### src/rtl/hop_pkg.sv
package hop_pkg;

   localparam int NUM_OP_POINTS = 4;
   localparam int OP_IDX_W      = 2;

   typedef enum logic {
      MODE_CALLER = 1'b0,
      MODE_CALLEE = 1'b1
   } hop_mode_e;

   typedef enum logic [OP_IDX_W-1:0] {
      OP_LOWV_COLD = 2'd0,
      OP_LOWV_HOT  = 2'd1,
      OP_MIDV_ROOM = 2'd2,
      OP_HIGHV_HOT = 2'd3
   } op_point_e;

endpackage

### src/rtl/hop_op_quantizer.sv
module hop_op_quantizer
   import hop_pkg::*;
#(
   parameter int V_W         = 10,
   parameter int T_W         = 9,
   parameter int LOW_MID_MV  = 855,
   parameter int MID_HIGH_MV = 945,
   parameter int COLD_HOT_C  = 43
) (
   input  logic [V_W-1:0]        mv,
   input  logic signed [T_W-1:0] temp,
   output op_point_e             point
);

   localparam logic [V_W-1:0]        LM_B = V_W'(LOW_MID_MV);
   localparam logic [V_W-1:0]        MH_B = V_W'(MID_HIGH_MV);
   localparam logic signed [T_W-1:0] CH_B = T_W'(COLD_HOT_C);

   if (LOW_MID_MV >= MID_HIGH_MV) begin : g_bad_order
      $error("hop_op_quantizer: voltage boundaries out of order");
   end
   if (MID_HIGH_MV >= (1 << V_W)) begin : g_bad_vw
      $error("hop_op_quantizer: boundary does not fit V_W");
   end
   if (COLD_HOT_C >= (1 << (T_W - 1)) || COLD_HOT_C < -(1 << (T_W - 1))) begin : g_bad_tw
      $error("hop_op_quantizer: temperature boundary does not fit T_W");
   end

   logic is_low_rail;
   logic is_high_rail;
   logic is_cold;

   always_comb begin
      is_low_rail  = (mv < LM_B);
      is_high_rail = (mv >= MH_B);
      is_cold      = (temp < CH_B);
   end

   always_comb begin
      if (is_high_rail) begin
         point = OP_HIGHV_HOT;
      end else if (!is_low_rail) begin
         point = OP_MIDV_ROOM;
      end else if (is_cold) begin
         point = OP_LOWV_COLD;
      end else begin
         point = OP_LOWV_HOT;
      end
   end

endmodule

### src/rtl/hop_score_table.sv
module hop_score_table
   import hop_pkg::*;
#(
   parameter int NUM_PROCS   = 16,
   parameter int PROC_W      = 4,
   parameter int SCORE_W     = 8,
   parameter bit RESET_TABLE = 1'b1
) (
   input  logic               clk,
   input  logic               rst_n,
   input  logic               wr_en,
   input  logic [PROC_W-1:0]  wr_proc,
   input  op_point_e          wr_point,
   input  logic [SCORE_W-1:0] wr_score,
   input  logic [PROC_W-1:0]  rd_proc,
   input  op_point_e          rd_point,
   output logic [SCORE_W-1:0] rd_score
);

   localparam int ENTRIES = NUM_PROCS * NUM_OP_POINTS;
   localparam int IDX_W   = PROC_W + OP_IDX_W;
   localparam bit FULL_IDX = (NUM_PROCS == (1 << PROC_W));

   if (NUM_PROCS > (1 << PROC_W) || NUM_PROCS < 1) begin : g_bad_procs
      $error("hop_score_table: NUM_PROCS does not fit PROC_W");
   end
   if (ENTRIES > 4096) begin : g_too_big
      $error("hop_score_table: table too large");
   end

   logic [SCORE_W-1:0] mem [ENTRIES];
   logic [IDX_W-1:0]   wr_idx;
   logic [IDX_W-1:0]   rd_idx;
   logic               wr_ok;
   logic               rd_ok;

   assign wr_idx = {wr_proc, wr_point};
   assign rd_idx = {rd_proc, rd_point};

   if (FULL_IDX) begin : g_full_range
      assign wr_ok = wr_en;
      assign rd_ok = 1'b1;
   end else begin : g_part_range
      assign wr_ok = wr_en && (int'(wr_proc) < NUM_PROCS);
      assign rd_ok = (int'(rd_proc) < NUM_PROCS);
   end

   for (genvar e = 0; e < ENTRIES; e++) begin : g_entry
      if (RESET_TABLE) begin : g_rst
         always_ff @(posedge clk or negedge rst_n) begin
            if (!rst_n) begin
               mem[e] <= '0;
            end else if (wr_ok && (wr_idx == IDX_W'(e))) begin
               mem[e] <= wr_score;
            end
         end
      end else begin : g_norst
         always_ff @(posedge clk) begin
            if (wr_ok && (wr_idx == IDX_W'(e))) begin
               mem[e] <= wr_score;
            end
         end
      end
   end

   always_comb begin
      rd_score = '0;
      if (rd_ok) begin
         rd_score = mem[rd_idx];
      end
   end

   AST_TABLE_WRITE_LANDS: assert property (@(posedge clk) disable iff (!rst_n)
      wr_ok |=> (mem[$past(wr_idx)] == $past(wr_score)));

endmodule

### src/rtl/hop_threshold_eval.sv
module hop_threshold_eval
   import hop_pkg::*;
#(
   parameter int SCORE_W   = 8,
   parameter int THR_RESET = 128
) (
   input  logic               clk,
   input  logic               rst_n,
   input  logic               thr_wr_en,
   input  logic [SCORE_W-1:0] thr_wr_value,
   input  hop_mode_e          mode,
   input  logic [SCORE_W-1:0] score,
   output logic [SCORE_W-1:0] thr_q,
   output logic               take
);

   if (THR_RESET < 0 || THR_RESET >= (1 << SCORE_W)) begin : g_bad_thr
      $error("hop_threshold_eval: THR_RESET does not fit SCORE_W");
   end

   always_ff @(posedge clk or negedge rst_n) begin
      if (!rst_n) begin
         thr_q <= SCORE_W'(THR_RESET);
      end else if (thr_wr_en) begin
         thr_q <= thr_wr_value;
      end
   end

   logic at_or_above;
   logic at_or_below;

   always_comb begin
      at_or_above = (score >= thr_q);
      at_or_below = (score <= thr_q);
      take = (mode == MODE_CALLER) ? at_or_above : at_or_below;
   end

   AST_THR_UPDATE: assert property (@(posedge clk) disable iff (!rst_n)
      thr_wr_en |=> (thr_q == $past(thr_wr_value)));

endmodule

### src/rtl/hop_decide_unit.sv
module hop_decide_unit
   import hop_pkg::*;
#(
   parameter int NUM_PROCS   = 16,
   parameter int PROC_W      = (NUM_PROCS > 1) ? $clog2(NUM_PROCS) : 1,
   parameter int SCORE_W     = 8,
   parameter int V_W         = 10,
   parameter int T_W         = 9,
   parameter int LOW_MID_MV  = 855,
   parameter int MID_HIGH_MV = 945,
   parameter int COLD_HOT_C  = 43,
   parameter int THR_RESET   = 128,
   parameter bit RESET_TABLE = 1'b1
) (
   input  logic               clk,
   input  logic               rst_n,
   input  logic               tbl_wr_en,
   input  logic [PROC_W-1:0]  tbl_wr_proc,
   input  logic [1:0]         tbl_wr_point,
   input  logic [SCORE_W-1:0] tbl_wr_score,
   input  logic               thr_wr_en,
   input  logic [SCORE_W-1:0] thr_wr_value,
   input  logic               req_valid,
   input  logic [PROC_W-1:0]  req_proc,
   input  logic               req_mode,
   input  logic [V_W-1:0]     req_mv,
   input  logic [T_W-1:0]     req_temp,
   output logic               rsp_valid,
   output logic               rsp_mode,
   output logic               rsp_take,
   output logic [1:0]         rsp_point,
   output logic [SCORE_W-1:0] rsp_score
);

   if (SCORE_W < 2 || SCORE_W > 16) begin : g_bad_score
      $error("hop_decide_unit: SCORE_W out of range");
   end
   if (NUM_PROCS < 2) begin : g_bad_np
      $error("hop_decide_unit: need at least two procedures");
   end

   hop_mode_e          mode_in;
   op_point_e          point_c;
   logic [SCORE_W-1:0] score_c;
   logic [SCORE_W-1:0] thr_live;
   logic               take_c;

   assign mode_in = hop_mode_e'(req_mode);

   hop_op_quantizer #(
      .V_W         (V_W),
      .T_W         (T_W),
      .LOW_MID_MV  (LOW_MID_MV),
      .MID_HIGH_MV (MID_HIGH_MV),
      .COLD_HOT_C  (COLD_HOT_C)
   ) u_quant (
      .mv    (req_mv),
      .temp  (req_temp),
      .point (point_c)
   );

   hop_score_table #(
      .NUM_PROCS   (NUM_PROCS),
      .PROC_W      (PROC_W),
      .SCORE_W     (SCORE_W),
      .RESET_TABLE (RESET_TABLE)
   ) u_table (
      .clk      (clk),
      .rst_n    (rst_n),
      .wr_en    (tbl_wr_en),
      .wr_proc  (tbl_wr_proc),
      .wr_point (op_point_e'(tbl_wr_point)),
      .wr_score (tbl_wr_score),
      .rd_proc  (req_proc),
      .rd_point (point_c),
      .rd_score (score_c)
   );

   hop_threshold_eval #(
      .SCORE_W   (SCORE_W),
      .THR_RESET (THR_RESET)
   ) u_thr (
      .clk          (clk),
      .rst_n        (rst_n),
      .thr_wr_en    (thr_wr_en),
      .thr_wr_value (thr_wr_value),
      .mode         (mode_in),
      .score        (score_c),
      .thr_q        (thr_live),
      .take         (take_c)
   );

   always_ff @(posedge clk or negedge rst_n) begin
      if (!rst_n) begin
         rsp_valid <= 1'b0;
         rsp_mode  <= 1'b0;
         rsp_take  <= 1'b0;
         rsp_point <= '0;
         rsp_score <= '0;
      end else begin
         rsp_valid <= req_valid;
         if (req_valid) begin
            rsp_mode  <= req_mode;
            rsp_take  <= take_c;
            rsp_point <= point_c;
            rsp_score <= score_c;
         end
      end
   end

   AST_RSP_FOLLOWS_REQ: assert property (@(posedge clk) disable iff (!rst_n)
      req_valid |=> rsp_valid);
   AST_NO_SPURIOUS_RSP: assert property (@(posedge clk) disable iff (!rst_n)
      !req_valid |=> !rsp_valid);
   AST_MODE_ECHO: assert property (@(posedge clk) disable iff (!rst_n)
      req_valid |=> (rsp_mode == $past(req_mode)));
   AST_HIGH_RAIL_POINT: assert property (@(posedge clk) disable iff (!rst_n)
      (rsp_valid && rsp_point == 2'd3) |-> ($past(req_mv) >= V_W'(MID_HIGH_MV)));
   AST_LOW_RAIL_POINT: assert property (@(posedge clk) disable iff (!rst_n)
      (rsp_valid && rsp_point <= 2'd1) |-> ($past(req_mv) < V_W'(LOW_MID_MV)));
   AST_COLD_POINT: assert property (@(posedge clk) disable iff (!rst_n)
      (rsp_valid && rsp_point == 2'd0)
         |-> ($signed($past(req_temp)) < $signed(T_W'(COLD_HOT_C))));
   AST_CALLER_ABOVE_HOPS: assert property (@(posedge clk) disable iff (!rst_n)
      (rsp_valid && !rsp_mode && rsp_score > $past(thr_live)) |-> rsp_take);
   AST_CALLEE_ABOVE_DECLINES: assert property (@(posedge clk) disable iff (!rst_n)
      (rsp_valid && rsp_mode && rsp_score > $past(thr_live)) |-> !rsp_take);
   AST_EQUAL_TAKES: assert property (@(posedge clk) disable iff (!rst_n)
      (rsp_valid && rsp_score == $past(thr_live)) |-> rsp_take);

endmodule

### config.mk
export PLATFORM = sky130hd
export DESIGN_NAME = hop_decide_unit
export DESIGN_NICKNAME = d
export VERILOG_FILES = /design/src/rtl/hop_pkg.sv /design/src/rtl/hop_op_quantizer.sv /design/src/rtl/hop_score_table.sv /design/src/rtl/hop_threshold_eval.sv /design/src/rtl/hop_decide_unit.sv
export SDC_FILE = /design/constraint.sdc
export NUM_CORES = 1
export LEC_CHECK = 0
export BUFFER_PORTS_ARGS = -buffer_cell sky130_fd_sc_hd__buf_2
export CORE_AREA = 2 2 182 273
export DETAILED_ROUTE_END_ITERATION = 10
export DIE_AREA = 0 0 184 275
export GPL_TIMING_DRIVEN = 0
export PLACE_DENSITY_LB_ADDON = 0.1
export SLEW_MARGIN = 0
export SYNTH_ARGS = -nofsm -noshare
export SYNTH_HDL_FRONTEND = slang
export SYNTH_SLANG_ARGS = --single-unit
### constraint.sdc
create_clock -name clk -period 4.3 [get_ports clk]
set_clock_uncertainty 0.2 [all_clocks]
set_input_delay 0.86 -clock clk [delete_from_list [all_inputs] [get_ports clk]]
set_output_delay 0.86 -clock clk [all_outputs]
set_load 0.03 [all_outputs]
==> qor.txt <==
================================================================================
Run status ........................................................ finished, violations left
Failing checks .................................................... negative setup slack
Worst max-slew margin expressed relative to the limit .............        0.142
Path type of the worst setup path .................................       in2reg
Power per cell area ...............................................   458 nW/um2
Count of final max-slew check failures ............................            0
Grt ovf ...........................................................            0
Largest fanout on the critical path ...............................           10
Maximum achievable frequency ......................................      224 MHz
Die span in y .....................................................       275 um
Aggregate negative setup slack ....................................    -0.159 ns
Leading area contributor after synthesis .......................... sky130_fd_sc_hd__dfrtp_1
DRC violations left ...............................................            0
Via Count .........................................................       19,100
Overall power .....................................................      13.5 mW
Share of async-settable or async-resettable flops after synthesis .         1.00
Post-DRT Antenna Nets .............................................            0
Kind of end point of the critical path ............................    flip-flop
Hold Fails Final Rpt ..............................................            0
Starting Density ..................................................        0.515
Worst-path clk slew ...............................................      0.06 ns
Relative area change from synthesis to final layout ...............        18.1%
Type of the most critical hold path ...............................     in2async
Boundary pin count ................................................           64
Clock tree from TritonCTS .........................................        built
Total wire length .................................................      99.9 mm
Die area ..........................................................   50,600 um2
Pin slew with the least headroom to its limit .....................      1.29 ns
Later-pin clock latency in the skew report ........................      0.60 ns
Max-cap violation count ...........................................            0
Initial antenna violation count ...................................            9
Sequence of cells on the critical path ............................ buf_2 > or4_4 > a311oi_4 > buf_6 > nor3_4 > buf_12 > buf_6 > buf_2 > nand2_1 > nand3_1 > a21oi_2 > o211a_1 > nor2_1 > ha_1 > o21ai_1 > nand2b_1 > a21oi_2 > o21ai_2 > xor2_1 > o22a_1
Number of enable flip-flop cells after synthesis ..................            0
Sequential Area ...................................................   13,300 um2
Number of input and output port buffers inserted ..................           50
Most frequent cells in the layout ................................. 532 x sky130_fd_sc_hd__dfrtp_1, 519 x sky130_fd_sc_hd__mux2_2, 245 x sky130_fd_sc_hd__nand2_1
Total global routing track utilization ............................        0.402
Routability congestion estimate ...................................         1.08
Post-synthesis instance total .....................................        2,039
Top-area cell type share of the netlist area ......................        0.535
Clock tree sinks ..................................................          533
Iteration-0 DRC Markers ...........................................        2,006
Fraction of layout cells with a size suffix above 1 ...............        0.394
Vias per cell .....................................................         6.77
Setup repair after global routing missed its margin ...............          yes
Wire length of the first global-routing pass ......................       140 mm
Area inside the core boundary .....................................   48,300 um2
Most common cell after layout, fill and taps aside ................ sky130_fd_sc_hd__dfrtp_1
Number of buffers between clock root and the deepest sink .........            3
Number of buffers added to fix hold violations after cts ..........            0
Data required time at the worst endpoint ..........................      4.58 ns
Sequential area share after synthesis .............................        0.536
Largest net degree at the start of global routing .................          109
Number of levels in the clock H-tree ..............................            2
Net count after synthesis .........................................        2,098
Detailed-route wire length per cell ...............................      35.3 um
Most used DFF post-synth .......................................... sky130_fd_sc_hd__dfrtp_1
Register bit total from synthesis .................................          533
Largest voltage drop on the vdd net ...............................     0.328 mV
Slowest stage delay, CP ...........................................      0.59 ns
Post-layout minimum cycle time ....................................      4.46 ns
Area of the multi-input gates .....................................   11,600 um2
Average footprint of a synthesized cell ...........................     12.2 um2
Number of buffers created by CTS ..................................           52
Worst Setup Start Kind ............................................    input pin
Syn. warnings .....................................................            0
Number of core rows ...............................................           99
Setup-failing EPs final ...........................................            1
Number of global-route vias before repair .........................       19,500
Filler cells ......................................................        3,896
Utilization after layout ..........................................        0.608
Leakage power of the design .......................................      13.4 nW
Arrival time of the worst setup path ..............................      4.74 ns
Buffer cell driving the clock tree root ........................... sky130_fd_sc_hd__clkbuf_16
Final critical-path share of the clock period .....................         1.04
Cell with the largest stage delay on the worst path ............... sky130_fd_sc_hd__or4_4
Min setup slack post-route ........................................    -0.159 ns
Dpl hpwl ..........................................................      70.5 mm
Initial DRT Pass Iterations .......................................            5
Count of different cell masters after synthesis ...................           72
Main area contributors after synthesis ............................ sky130_fd_sc_hd__dfrtp_1 54%, sky130_fd_sc_hd__mux2_2 24%, sky130_fd_sc_hd__nand2_1 3.7%
Synthesized area ..................................................   24,900 um2
Nets ..............................................................        2,233
Die span in x .....................................................       184 um
================================================================================
## kinds of logic (layout without fill, tap and decap cells)
| family | after synthesis | in the layout | share of synthesized area |
|---|---|---|---|
| xor+xnor | 1 | 1 | 0.000352 |
| fa+ha+maj | 8 | 8 | 0.00402 |
| simple gates | 457 | 457 | 0.0817 |
| compound gates | 322 | 322 | 0.0973 |
| mux | 556 | 556 | 0.253 |
| flops | 533 | 533 | 0.536 |
| other cells | 0 | 5 | 0 |
| buf+inv | 162 | 340 | 0.0276 |
## where the power goes
part	switching, mW	total (mW)	internal, mW
Clock	2.04	5.15	3.10
Combinational	1.26	2.22	0.955
Sequential	0.411	6.09	5.68
## synthesized netlist by cell type, types with 27 or more instances
library cell / number
sky130_fd_sc_hd__nor2_1: 59
sky130_fd_sc_hd__a221o_1: 27
sky130_fd_sc_hd__a221oi_1: 43
sky130_fd_sc_hd__mux2i_1: 30
sky130_fd_sc_hd__nand3_1: 55
sky130_fd_sc_hd__clkbuf_1: 105
sky130_fd_sc_hd__o21ai_0: 27
sky130_fd_sc_hd__nand2_1: 247
sky130_fd_sc_hd__dfrtp_1: 532
sky130_fd_sc_hd__mux2_2: 520
sky130_fd_sc_hd__a21oi_1: 50
sky130_fd_sc_hd__a31oi_1: 33
## worst max-delay path: cells and delay by family
family                     cells  cell delay [ns]
and+or+nand+nor                6             1.04
xor gates and xnor gates       1             0.16
adders and majority gates      1             0.32
AOI/OAI and AO/OA              7             1.42
buffers and inverters          5             0.91
## registers in the layout (all words and copies together) (netlist names)
| signal | cells |
|---|---|
| rsp_take | 1 |
| rsp_point | 2 |
| rsp_score | 8 |
| rsp_mode | 1 |
| u_table.mem | 512 |
| rsp_valid | 1 |
| u_thr.thr_q | 8 |
## per-layer routing
layer	GRT usage	up-vias	wire, um
met5	0	-	59
met4	0.388	8	11800
met1	0.447	9891	34500
li1	-	7811	-
met2	0.644	987	46500
met3	0.0770	438	7060
## worst paths after layout
kind	from	to	slack [ns]	depth (start not counted)
max	req_mv[2]	rsp_take	-0.16	20
min reg2reg	rsp_score[2]	rsp_score[2]	0.28	2
min	rst_n	u_table.mem[447]	0.01	1
min in group clk	req_valid	rsp_valid	0.19	1
max reg2reg	u_table.mem[449]	rsp_take	0.94	15
max in group asynchronous	rst_n	u_table.mem[94]	2.41	3
## through the flow
stage          setup WS [ns]  cell area (um2)  hold WS (ns)  cells
2_1_floorplan         -0.112            25000         0.270   2039
3_3_place_gp           -8.62            26000         0.260   2695
3_5_place_dp           -2.63            26200         0.267   2700
4_1_cts              -0.0839            29100        0.0322   2820
5_1_grt               -0.177            29400        0.0661   2824
6_report              -0.159            29400        0.0142   2828
## layout make-up
cell class                      count  share of cell area
Sequential cell                   533               0.454
Multi-Input combinational cell   1344               0.395
Clock buffer                       75              0.0514
Buffer                            146              0.0348
Tap cell                          606              0.0258
Timing Repair Buffer               84              0.0235
Clock inverter                     22              0.0138
Inverter                           13             0.00170
Antenna cell                        5            0.000426
## timing repair
item,4_1_cts,5_1_grt
setup endpoints to repair,8,1
cloned,1,1
buffers inserted,25,3
endpoints found under the hold margin,0,0
gates resized for setup,205,43
pin swaps,32,30
(Power assumes the default switching activity.)
